==> src/rtl/sci_pkg.sv <==
package sci_pkg;
  localparam logic [1:0] A_DATA = 2'd0;
  localparam logic [1:0] A_CTRL = 2'd1;
  localparam logic [1:0] A_STAT = 2'd2;
  localparam logic [1:0] A_BAUD = 2'd3;

  localparam int C_TXEN  = 0;
  localparam int C_RXEN  = 1;
  localparam int C_LEN9  = 2;
  localparam int C_SLEEP = 3;
  localparam int C_IDLE  = 4;
  localparam int C_BRK   = 5;
  localparam int C_TB8   = 6;

  typedef enum logic [1:0] {RX_HUNT, RX_DATA, RX_STOP} rx_state_t;

  typedef struct packed {
    logic rx_b8;
    logic ferr;
    logic noise;
    logic ovr;
    logic idle;
    logic full;
    logic tdone;
    logic tempty;
  } stat_t;
endpackage

==> src/rtl/sci_baud.sv <==
module sci_baud #(
  parameter int DIV_W = 8
) (
  input  logic             clk,
  input  logic             rst,
  input  logic [DIV_W-1:0] div,
  output logic             tick
);
  logic [DIV_W-1:0] cnt;

  always_ff @(posedge clk) begin
    if (rst) begin
      cnt  <= '0;
      tick <= 1'b0;
    end else if (cnt >= div) begin
      cnt  <= '0;
      tick <= 1'b1;
    end else begin
      cnt  <= cnt + 1'b1;
      tick <= 1'b0;
    end
  end


  tick_gap_chk: assert property (@(posedge clk) disable iff (rst)
    (tick && div != '0 && $stable(div)) |=> !tick);
endmodule

==> src/rtl/sci_tx.sv <==
module sci_tx #(
  parameter int DATA_W = 8,
  parameter int OSR    = 16
) (
  input  logic          clk,
  input  logic          rst,
  input  logic          tick,
  input  logic          tx_en,
  input  logic          len9,
  input  logic          req_data,
  input  logic [DATA_W:0] data9,
  input  logic          req_idle,
  input  logic          req_brk,
  output logic          ack_data,
  output logic          ack_idle,
  output logic          ack_brk,
  output logic          busy,
  output logic          ser_out
);
  localparam int FW = DATA_W + 3;
  localparam int CW = $clog2(OSR);
  localparam int BW = $clog2(FW + 1);

  logic [FW-1:0] sh, frame;
  logic [CW-1:0] tcnt;
  logic [BW-1:0] left, nbits;
  logic          start;

  always_comb begin
    nbits    = len9 ? BW'(FW) : BW'(FW - 1);
    ack_brk  = 1'b0;
    ack_idle = 1'b0;
    ack_data = 1'b0;
    frame    = '1;
    if (!busy && tx_en) begin
      if (req_brk) begin
        ack_brk = 1'b1;
        frame   = '0;
      end else if (req_idle) begin
        ack_idle = 1'b1;
      end else if (req_data) begin
        ack_data = 1'b1;
        frame    = len9 ? {1'b1, data9, 1'b0} : {2'b11, data9[DATA_W-1:0], 1'b0};
      end
    end
    start = ack_brk | ack_idle | ack_data;
  end

  always_ff @(posedge clk) begin
    if (rst) begin
      busy    <= 1'b0;
      ser_out <= 1'b1;
      sh      <= '1;
      tcnt    <= '0;
      left    <= '0;
    end else if (start) begin
      busy    <= 1'b1;
      sh      <= frame;
      ser_out <= frame[0];
      tcnt    <= '0;
      left    <= nbits;
    end else if (busy) begin
      if (tick) begin
        if (tcnt == CW'(OSR - 1)) begin
          tcnt <= '0;
          if (left == BW'(1)) begin
            busy <= 1'b0;
          end else begin
            sh      <= {1'b1, sh[FW-1:1]};
            ser_out <= sh[1];
            left    <= left - 1'b1;
          end
        end else begin
          tcnt <= tcnt + 1'b1;
        end
      end
    end else begin
      ser_out <= 1'b1;
    end
  end


  line_rest_chk: assert property (@(posedge clk) disable iff (rst)
    (!busy && !$past(busy)) |-> ser_out);
endmodule

==> src/rtl/sci_rx.sv <==
module sci_rx
  import sci_pkg::*;
#(
  parameter int DATA_W = 8,
  parameter int OSR    = 16
) (
  input  logic            clk,
  input  logic            rst,
  input  logic            tick,
  input  logic            rx_en,
  input  logic            len9,
  input  logic            line,
  input  logic            idle_restart,
  output logic            done,
  output logic [DATA_W:0] rdata9,
  output logic            noise,
  output logic            ferr,
  output logic            idle_evt
);
  localparam int CW       = $clog2(OSR);
  localparam int S1       = OSR / 2;
  localparam int S0       = S1 - 1;
  localparam int S2       = S1 + 1;
  localparam int FMAX     = DATA_W + 3;
  localparam int IDLE_MAX = FMAX * OSR;
  localparam int IW       = $clog2(IDLE_MAX + 1);
  localparam int BW       = $clog2(DATA_W + 2);

  rx_state_t       state;
  logic [CW-1:0]   cnt;
  logic [BW-1:0]   bitn, nd;
  logic [1:0]      smp;
  logic [DATA_W:0] sh;
  logic            nacc, maj, dis;
  logic [IW-1:0]   icnt, thr;

  always_comb begin
    maj = (smp[0] & smp[1]) | (smp[0] & line) | (smp[1] & line);
    dis = (smp[0] != smp[1]) | (smp[1] != line);
    nd  = len9 ? BW'(DATA_W + 1) : BW'(DATA_W);
    thr = len9 ? IW'(IDLE_MAX) : IW'(IDLE_MAX - OSR);
  end

  always_ff @(posedge clk) begin
    done <= 1'b0;
    if (rst) begin
      state  <= RX_HUNT;
      cnt    <= '0;
      bitn   <= '0;
      smp    <= '0;
      sh     <= '0;
      nacc   <= 1'b0;
      rdata9 <= '0;
      noise  <= 1'b0;
      ferr   <= 1'b0;
    end else if (!rx_en) begin
      state <= RX_HUNT;
    end else if (tick) begin
      if (state == RX_HUNT) begin
        if (!line) begin
          state <= RX_DATA;
          cnt   <= '0;
          bitn  <= '0;
          nacc  <= 1'b0;
        end
      end else begin
        cnt <= cnt + 1'b1;
        if (cnt == CW'(S0)) smp[0] <= line;
        if (cnt == CW'(S1)) smp[1] <= line;
        if (cnt == CW'(S2)) begin
          if (state == RX_STOP) begin
            done   <= 1'b1;
            ferr   <= !maj;
            noise  <= nacc | dis;
            rdata9 <= len9 ? sh : {1'b0, sh[DATA_W:1]};
            state  <= RX_HUNT;
          end else if (bitn == '0) begin
            if (maj) state <= RX_HUNT;
            else nacc <= nacc | dis;
          end else begin
            sh   <= {maj, sh[DATA_W:1]};
            nacc <= nacc | dis;
          end
        end
        if (cnt == CW'(OSR - 1) && state == RX_DATA) begin
          if (bitn == nd) state <= RX_STOP;
          bitn <= bitn + 1'b1;
        end
      end
    end
  end

  always_ff @(posedge clk) begin
    idle_evt <= 1'b0;
    if (rst || idle_restart || !line || !rx_en) begin
      icnt <= '0;
    end else if (tick && icnt != thr) begin
      icnt <= icnt + 1'b1;
      if (icnt == thr - 1'b1) idle_evt <= 1'b1;
    end
  end
endmodule

==> src/rtl/sci_uart.sv <==
module sci_uart
  import sci_pkg::*;
#(
  parameter int REG_W     = 8,
  parameter int DIV_W     = 8,
  parameter int OSR       = 16,
  parameter int RESET_DIV = 3
) (
  input  logic             clk,
  input  logic             rst,
  input  logic             wr_en,
  input  logic             rd_en,
  input  logic [1:0]       addr,
  input  logic [REG_W-1:0] wdata,
  output logic [REG_W-1:0] rdata,
  input  logic             ser_in,
  output logic             ser_out,
  output logic             irq_tx,
  output logic             irq_rx,
  output logic             irq_idle
);
  localparam int DATA_W = REG_W;

  logic             tx_en, rx_en, len9, sleep, pend_idle, pend_brk, tx_b8;
  logic [DIV_W-1:0] div;
  logic [DATA_W:0]  hold, rx_data, rx_d9;
  logic             hold_full, rx_full, ovr, nf, fe, idle_flag, armed;
  logic [1:0]       sync;
  logic             tick, ack_data, ack_idle, ack_brk, tx_busy;
  logic             rx_done, rx_noise, rx_ferr, idle_evt;
  logic             wr_data, wr_ctrl, wr_baud, rd_data, restart;
  stat_t            stat;

  assign wr_data = wr_en && addr == A_DATA;
  assign wr_ctrl = wr_en && addr == A_CTRL;
  assign wr_baud = wr_en && addr == A_BAUD;
  assign rd_data = rd_en && addr == A_DATA;
  assign restart = wr_ctrl && wdata[C_SLEEP];

  sci_baud #(.DIV_W(DIV_W)) u_baud (.clk(clk), .rst(rst), .div(div), .tick(tick));

  sci_tx #(.DATA_W(DATA_W), .OSR(OSR)) u_tx (
    .clk(clk), .rst(rst), .tick(tick), .tx_en(tx_en), .len9(len9),
    .req_data(hold_full), .data9(hold), .req_idle(pend_idle), .req_brk(pend_brk),
    .ack_data(ack_data), .ack_idle(ack_idle), .ack_brk(ack_brk),
    .busy(tx_busy), .ser_out(ser_out));

  sci_rx #(.DATA_W(DATA_W), .OSR(OSR)) u_rx (
    .clk(clk), .rst(rst), .tick(tick), .rx_en(rx_en), .len9(len9),
    .line(sync[1]), .idle_restart(restart), .done(rx_done), .rdata9(rx_d9),
    .noise(rx_noise), .ferr(rx_ferr), .idle_evt(idle_evt));

  always_comb begin
    stat.rx_b8  = rx_data[DATA_W];
    stat.ferr   = fe;
    stat.noise  = nf;
    stat.ovr    = ovr;
    stat.idle   = idle_flag;
    stat.full   = rx_full;
    stat.tdone  = !hold_full && !tx_busy && !pend_idle && !pend_brk;
    stat.tempty = !hold_full;
  end

  assign irq_tx   = tx_en & !hold_full;
  assign irq_rx   = rx_full;
  assign irq_idle = idle_flag;

  always_ff @(posedge clk) begin
    if (rst) begin
      {tx_en, rx_en, len9, sleep, pend_idle, pend_brk, tx_b8} <= '0;
      div       <= DIV_W'(RESET_DIV);
      hold      <= '0;
      hold_full <= 1'b0;
      rx_data   <= '0;
      {rx_full, ovr, nf, fe, idle_flag, armed} <= '0;
      sync      <= 2'b11;
      rdata     <= '0;
    end else begin
      sync <= {sync[0], ser_in};
      if (idle_evt && sleep) sleep <= 1'b0;
      if (ack_idle) pend_idle <= 1'b0;
      if (ack_brk) pend_brk <= 1'b0;
      if (wr_ctrl) begin
        tx_en <= wdata[C_TXEN];
        rx_en <= wdata[C_RXEN];
        len9  <= wdata[C_LEN9];
        sleep <= wdata[C_SLEEP];
        tx_b8 <= wdata[C_TB8];
        if (wdata[C_IDLE]) pend_idle <= 1'b1;
        if (wdata[C_BRK]) pend_brk <= 1'b1;
      end
      if (wr_baud) div <= DIV_W'(wdata);
      if (wr_data) begin
        hold      <= {tx_b8, wdata};
        hold_full <= 1'b1;
      end else if (ack_data) begin
        hold_full <= 1'b0;
      end
      if (rd_data) {rx_full, ovr, nf, fe, idle_flag} <= '0;
      if (rx_done && !sleep) begin
        if (rx_full && !rd_data) begin
          ovr <= 1'b1;
        end else begin
          rx_data <= rx_d9;
          rx_full <= 1'b1;
          nf      <= rx_noise;
          fe      <= rx_ferr;
          armed   <= 1'b1;
        end
      end
      if (idle_evt && !sleep && armed) begin
        idle_flag <= 1'b1;
        armed     <= 1'b0;
      end
      if (rd_en) begin
        case (addr)
          A_DATA:  rdata <= rx_data[DATA_W-1:0];
          A_CTRL:  rdata <= REG_W'({tx_b8, pend_brk, pend_idle, sleep, len9, rx_en, tx_en});
          A_STAT:  rdata <= REG_W'(stat);
          default: rdata <= REG_W'(div);
        endcase
      end
    end
  end


  ovr_full_chk: assert property (@(posedge clk) disable iff (rst)
    $rose(ovr) |-> $past(rx_full));

  full_drop_chk: assert property (@(posedge clk) disable iff (rst)
    $fell(rx_full) |-> $past(rd_en && addr == A_DATA));

  sleep_hold_chk: assert property (@(posedge clk) disable iff (rst)
    $rose(rx_full) |-> !$past(sleep));

  brk_start_chk: assert property (@(posedge clk) disable iff (rst)
    $fell(pend_brk) |-> tx_busy);
endmodule

==> config.mk <==
export PLATFORM = sky130hd
export DESIGN_NAME = sci_uart
export DESIGN_NICKNAME = d
export VERILOG_FILES = /design/src/rtl/sci_pkg.sv /design/src/rtl/sci_baud.sv /design/src/rtl/sci_tx.sv /design/src/rtl/sci_rx.sv /design/src/rtl/sci_uart.sv
export SDC_FILE = /design/constraint.sdc
export NUM_CORES = 1
export LEC_CHECK = 0
export BUFFER_PORTS_ARGS = -buffer_cell sky130_fd_sc_hd__buf_2
export CAP_MARGIN = 10
export CORE_MARGIN = 4
export CORE_UTILIZATION = 55
export DETAILED_ROUTE_END_ITERATION = 10
export GPL_ROUTABILITY_DRIVEN = 0
export HOLD_SLACK_MARGIN = 0.15
export PLACE_DENSITY = 0.73
export SETUP_SLACK_MARGIN = 0.4
export SYNTH_ARGS = -nofsm -noshare
export SYNTH_HDL_FRONTEND = slang
export SYNTH_HIERARCHICAL = 1
export SYNTH_SLANG_ARGS = --single-unit
==> constraint.sdc <==
create_clock -name clk -period 1.55 [get_ports clk]
set_input_delay 0.31 -clock clk [delete_from_list [all_inputs] [get_ports clk]]
set_output_delay 0.31 -clock clk [all_outputs]
set_load 0.02 [all_outputs]
==> impl_metrics.prom <==
# TYPE chip_impl_metric gauge
chip_impl_metric{name="number_of_flip_flops_and_latches_in_the_synthesized_netlist",unit=""} 122
chip_impl_metric{name="cp.arrival",unit="ns"} 2.17
chip_impl_metric{name="max_freq",unit="GHz"} 0.585
chip_impl_metric{name="area_growth_syn_to_layout",unit="%"} 53.3
chip_impl_info{name="postSynth.topFlopCell",value="sky130_fd_sc_hd__dfxtp_1"} 1
chip_impl_info{name="unrepaired_setup_endpoints_after_global_routing",value="yes"} 1
chip_impl_metric{name="synth_cells",unit=""} 624
chip_impl_metric{name="maximum_level_of_the_cts_h_tree",unit=""} 4
chip_impl_metric{name="share_clk_of_total_power",unit="%"} 48.5
chip_impl_metric{name="period_share",unit="%"} 110
chip_impl_metric{name="yosys_warnings",unit=""} 6
chip_impl_metric{name="die_w",unit="µm"} 110
chip_impl_metric{name="row_count",unit=""} 36
chip_impl_metric{name="reg2reg_depth",unit=""} 6
chip_impl_metric{name="power.density",unit="nW/µm²"} 961
chip_impl_info{name="status",value="finished with violations"} 1
chip_impl_info{name="clock_tree_from_tritoncts",value="yes"} 1
chip_impl_metric{name="grt_first_pass_wirelength",unit="mm"} 29.8
chip_impl_metric{name="grt_max_degree",unit=""} 92
chip_impl_metric{name="min_cycle_time_layout",unit="ns"} 1.71
chip_impl_metric{name="setup.reg_to_reg.worst_slack",unit="ns"} -0.16
chip_impl_metric{name="clkSinkCount",unit=""} 122
chip_impl_info{name="layout_commonest_cell",value="sky130_fd_sc_hd__dfxtp_1"} 1
chip_impl_metric{name="postSynthAreaPerCell",unit="µm²"} 9.16
chip_impl_info{name="timing.rr.start",value="div[2]$_SDFFE_PP0P_"} 1
chip_impl_metric{name="final_area",unit="µm²"} 8760
chip_impl_metric{name="switching_share",unit="%"} 26.4
chip_impl_metric{name="cts-root-to-sink-buffers",unit=""} 2
chip_impl_metric{name="drc",unit=""} 2
chip_impl_info{name="crit_path_start",value="div[2]$_SDFFE_PP0P_"} 1
chip_impl_metric{name="post_dp_cell_area",unit="µm²"} 6400
chip_impl_metric{name="synth_cell_area",unit="µm²"} 5720
chip_impl_metric{name="vias_per_cell",unit=""} 6.50
chip_impl_metric{name="final_hold_violations",unit=""} 0
chip_impl_info{name="layout.cells.most_common_list",value="sky130_fd_sc_hd__dfxtp_1 (80), sky130_fd_sc_hd__buf_4 (72), sky130_fd_sc_hd__buf_6 (67)"} 1
chip_impl_metric{name="post_route_cells_drive_above_1_share",unit="%"} 46.1
chip_impl_metric{name="timing.max_cap.violations",unit=""} 0
chip_impl_metric{name="synth_enable_flop_cells",unit=""} 0
chip_impl_metric{name="grt_pass1_vias",unit=""} 5778
chip_impl_metric{name="number_of_antenna_violations_at_the_first_check_in_global_routing",unit=""} 0
chip_impl_info{name="worst_hold_path_type",value="primary input to flop"} 1
chip_impl_metric{name="report.final.setup_viol",unit=""} 30
chip_impl_metric{name="route.antenna.remaining_nets",unit=""} 0
chip_impl_metric{name="net-switching-power",unit="W"} 0.00222
chip_impl_metric{name="initial_core_util",unit="%"} 57.4
chip_impl_metric{name="number_of_drc_markers_in_iteration_0",unit=""} 866
chip_impl_metric{name="synthesis.nets",unit=""} 660
chip_impl_metric{name="diodes",unit=""} 0
chip_impl_metric{name="dp_cells",unit=""} 790
chip_impl_metric{name="finalNetCount",unit=""} 822
chip_impl_metric{name="fin_skew",unit="ns"} 0.00800
chip_impl_metric{name="setup_slack",unit="ns"} -0.160
chip_impl_metric{name="async_flop_share",unit="%"} 0
chip_impl_metric{name="vertical_die_dimension",unit="µm"} 110
chip_impl_info{name="timing.setup.critical_path_class",value="flop to flop"} 1
chip_impl_metric{name="core_area",unit="µm²"} 9950
chip_impl_metric{name="cts.reportedPaths.clkPinSlew",unit="ns"} 0.07
chip_impl_metric{name="port_buffers",unit=""} 26
chip_impl_metric{name="overall_die_area",unit="µm²"} 12100
chip_impl_metric{name="drt_first_pass_iters",unit=""} 9
chip_impl_metric{name="worst_skew_pair.late_latency",unit="ns"} 0.55
chip_impl_metric{name="final_cell_count_no_fill",unit=""} 932
chip_impl_metric{name="final-max-slew-violation-count",unit=""} 0
chip_impl_metric{name="via_total_after_detailed_routing",unit=""} 6054
chip_impl_metric{name="place.detailed.hpwl",unit="mm"} 9.00
chip_impl_metric{name="cp_max_fo",unit=""} 5
chip_impl_info{name="rr_endpoint",value="u_baud/cnt[3]$_SDFF_PP0_"} 1
chip_impl_info{name="crit_path_end",value="u_baud/cnt[3]$_SDFF_PP0_"} 1
chip_impl_metric{name="seq_power_share",unit="%"} 38.8
chip_impl_metric{name="pin_count",unit=""} 27
chip_impl_metric{name="global_route.usage.total",unit="%"} 32.5
chip_impl_metric{name="finalCoreUtilization",unit="%"} 88.0
chip_impl_metric{name="comb_power_share",unit="%"} 12.7
chip_impl_metric{name="gr-total-overflow",unit=""} 0
chip_impl_metric{name="wirelength",unit="mm"} 22.6
chip_impl_metric{name="routed_wire_per_std_cell",unit="µm"} 24.3
chip_impl_metric{name="cts-buffers-inserted",unit=""} 17
chip_impl_metric{name="fin_tns_setup",unit="ns"} -2.38
chip_impl_metric{name="max_slew_margin",unit="%"} 57.5
chip_impl_info{name="crit_path_start_kind",value="flop"} 1
chip_impl_metric{name="seq_area_frac_synth",unit="%"} 42.7
chip_impl_metric{name="worstPathRequired",unit="ns"} 2.01
chip_impl_metric{name="hold_ws",unit="ns"} 0.193
chip_impl_info{name="failing_checks",value="DRC, setup timing"} 1
chip_impl_metric{name="internal-power",unit="W"} 0.00620
chip_impl_metric{name="leakage",unit="nW"} 3.42
chip_impl_metric{name="tightestPinTransition",unit="ns"} 0.635
chip_impl_info{name="end_kind",value="flop"} 1
chip_impl_info{name="root_buffer",value="sky130_fd_sc_hd__clkbuf_8"} 1
chip_impl_metric{name="synth.distinct_cells",unit=""} 74
chip_impl_metric{name="worst_case_vdd_ir_drop",unit="mV"} 0.943
==> Yosys cell counts (9+ instances only) <==
cell                       count  area (µm²)
sky130_fd_sc_hd__mux2i_1      41         410
sky130_fd_sc_hd__nor3_1        9        45.0
sky130_fd_sc_hd__inv_1        22        82.6
sky130_fd_sc_hd__a21oi_1      50         250
sky130_fd_sc_hd__clkbuf_1     17        63.8
sky130_fd_sc_hd__a211oi_1     13        97.6
sky130_fd_sc_hd__nand3_1      17        85.1
sky130_fd_sc_hd__o21ai_0      10        50.1
sky130_fd_sc_hd__buf_2         9        45.0
sky130_fd_sc_hd__xor2_1        9        78.8
sky130_fd_sc_hd__o21ai_1       9        45.0
sky130_fd_sc_hd__nor2_1       72         270
sky130_fd_sc_hd__dfxtp_1     122        2440
sky130_fd_sc_hd__ha_1         21         263
sky130_fd_sc_hd__nand2_1      66         248
==> logic make-up (layout without fill, tap and decap cells) <==
kind of cell             count (synthesis)  in the layout  synth area share, %
buffers and inverters                   58            231                 4.99
flip-flops                             122            122                 42.7
AO/OA/AOI/OAI                          125            127                 14.6
multiplexers                            47             47                 9.48
adder cells (fa/ha/maj)                 21             21                 4.60
XOR/XNOR                                17             17                 2.60
AND/OR/NAND/NOR                        234            234                 21.0
==> worst min path at each step <==
stage | from | to | slack, ns | cells past startpoint
floorplan | sync[0]$_SDFF_PP1_ | sync[1]$_SDFF_PP1_ | 0.39 | 1
global placement | sync[0]$_SDFF_PP1_ | sync[1]$_SDFF_PP1_ | 0.40 | 1
detailed placement | sync[0]$_SDFF_PP1_ | sync[1]$_SDFF_PP1_ | 0.40 | 1
CTS | rst | u_rx/state[1]$_SDFFE_PP0P_ | 0.15 | 4
global route | rst | u_rx/state[1]$_SDFFE_PP0P_ | 0.18 | 4
finish | rst | u_rx/state[1]$_SDFFE_PP0P_ | 0.19 | 4
==> flip-flops by register name, indices dropped and copies added (netlist names), 2 cells and up <==
name / flops
u_rx/sh: 9
u_baud/cnt: 8
u_rx/cnt: 4
u_tx/tcnt: 4
u_rx/smp: 2
hold: 9
u_rx/icnt: 8
div: 8
u_rx/state: 2
u_rx/bitn: 4
sync: 2
u_tx/left: 4
u_tx/sh: 10
u_rx/rdata9: 9
rdata: 8
rx_data: 9
==> repair_timing <==
| item | 4_1_cts | 5_1_grt |
|---|---|---|
| cloned | 7 | 0 |
| endpoints found under the setup margin | 102 | 103 |
| gates resized for setup | 159 | 58 |
| hold endpoints to repair | 33 | 2 |
| setup buffers | 67 | 24 |
| pin swaps | 59 | 38 |
| hold buffers | 11 | 2 |
==> worst max-delay path, cell delays in order, from the launching register on <==
cell                      delay [ns]
sky130_fd_sc_hd__dfxtp_2        0.34
sky130_fd_sc_hd__inv_2          0.04
sky130_fd_sc_hd__ha_2           0.18
sky130_fd_sc_hd__or4_4          0.53
sky130_fd_sc_hd__a21oi_4        0.18
sky130_fd_sc_hd__o31ai_4        0.11
sky130_fd_sc_hd__nor3_2         0.23
==> per-stage QoR <==
| stage | setup slack (ns) | power, W |
|---|---|---|
| CTS | -0.0886 | 0.00816 |
| global route | -0.193 | 0.00862 |
| detailed placement | -0.117 | 0.00395 |
| floorplan | -0.0285 | 0.00377 |
| global placement | -0.0426 | 0.00393 |
| finish | -0.160 | 0.00843 |
==> area by class of cell <==
| type | count | area (µm²) |
|---|---|---|
| Inverter | 22 | 87.6 |
| Clock buffer | 18 | 428 |
| Multi-Input combinational cell | 446 | 3620 |
| Timing Repair Buffer | 177 | 1750 |
| Clock inverter | 14 | 171 |
| Sequential cell | 122 | 2530 |
| Tap cell | 133 | 166 |
| Fill cell | 383 | 1190 |
==> per-layer routing <==
metal,global-route usage (%),vias up,share of wire [%]
met5,0,-,0
met4,17.1,0,6.9
met3,7.99,167,8.4
li1,-,2524,-
met1,36.3,2898,36
met2,56.7,465,49
==> power by group through the flow <==
stage                     Clock (W)  Sequential (W)  Combinational, W
after detailed placement          0         0.00335          0.000606
after global placement            0         0.00334          0.000589
final                       0.00409         0.00327           0.00107
after CTS                   0.00399         0.00326          0.000910
after global routing        0.00424         0.00327           0.00110
after floorplan                   0         0.00333          0.000441
(Power assumes the default switching activity.)
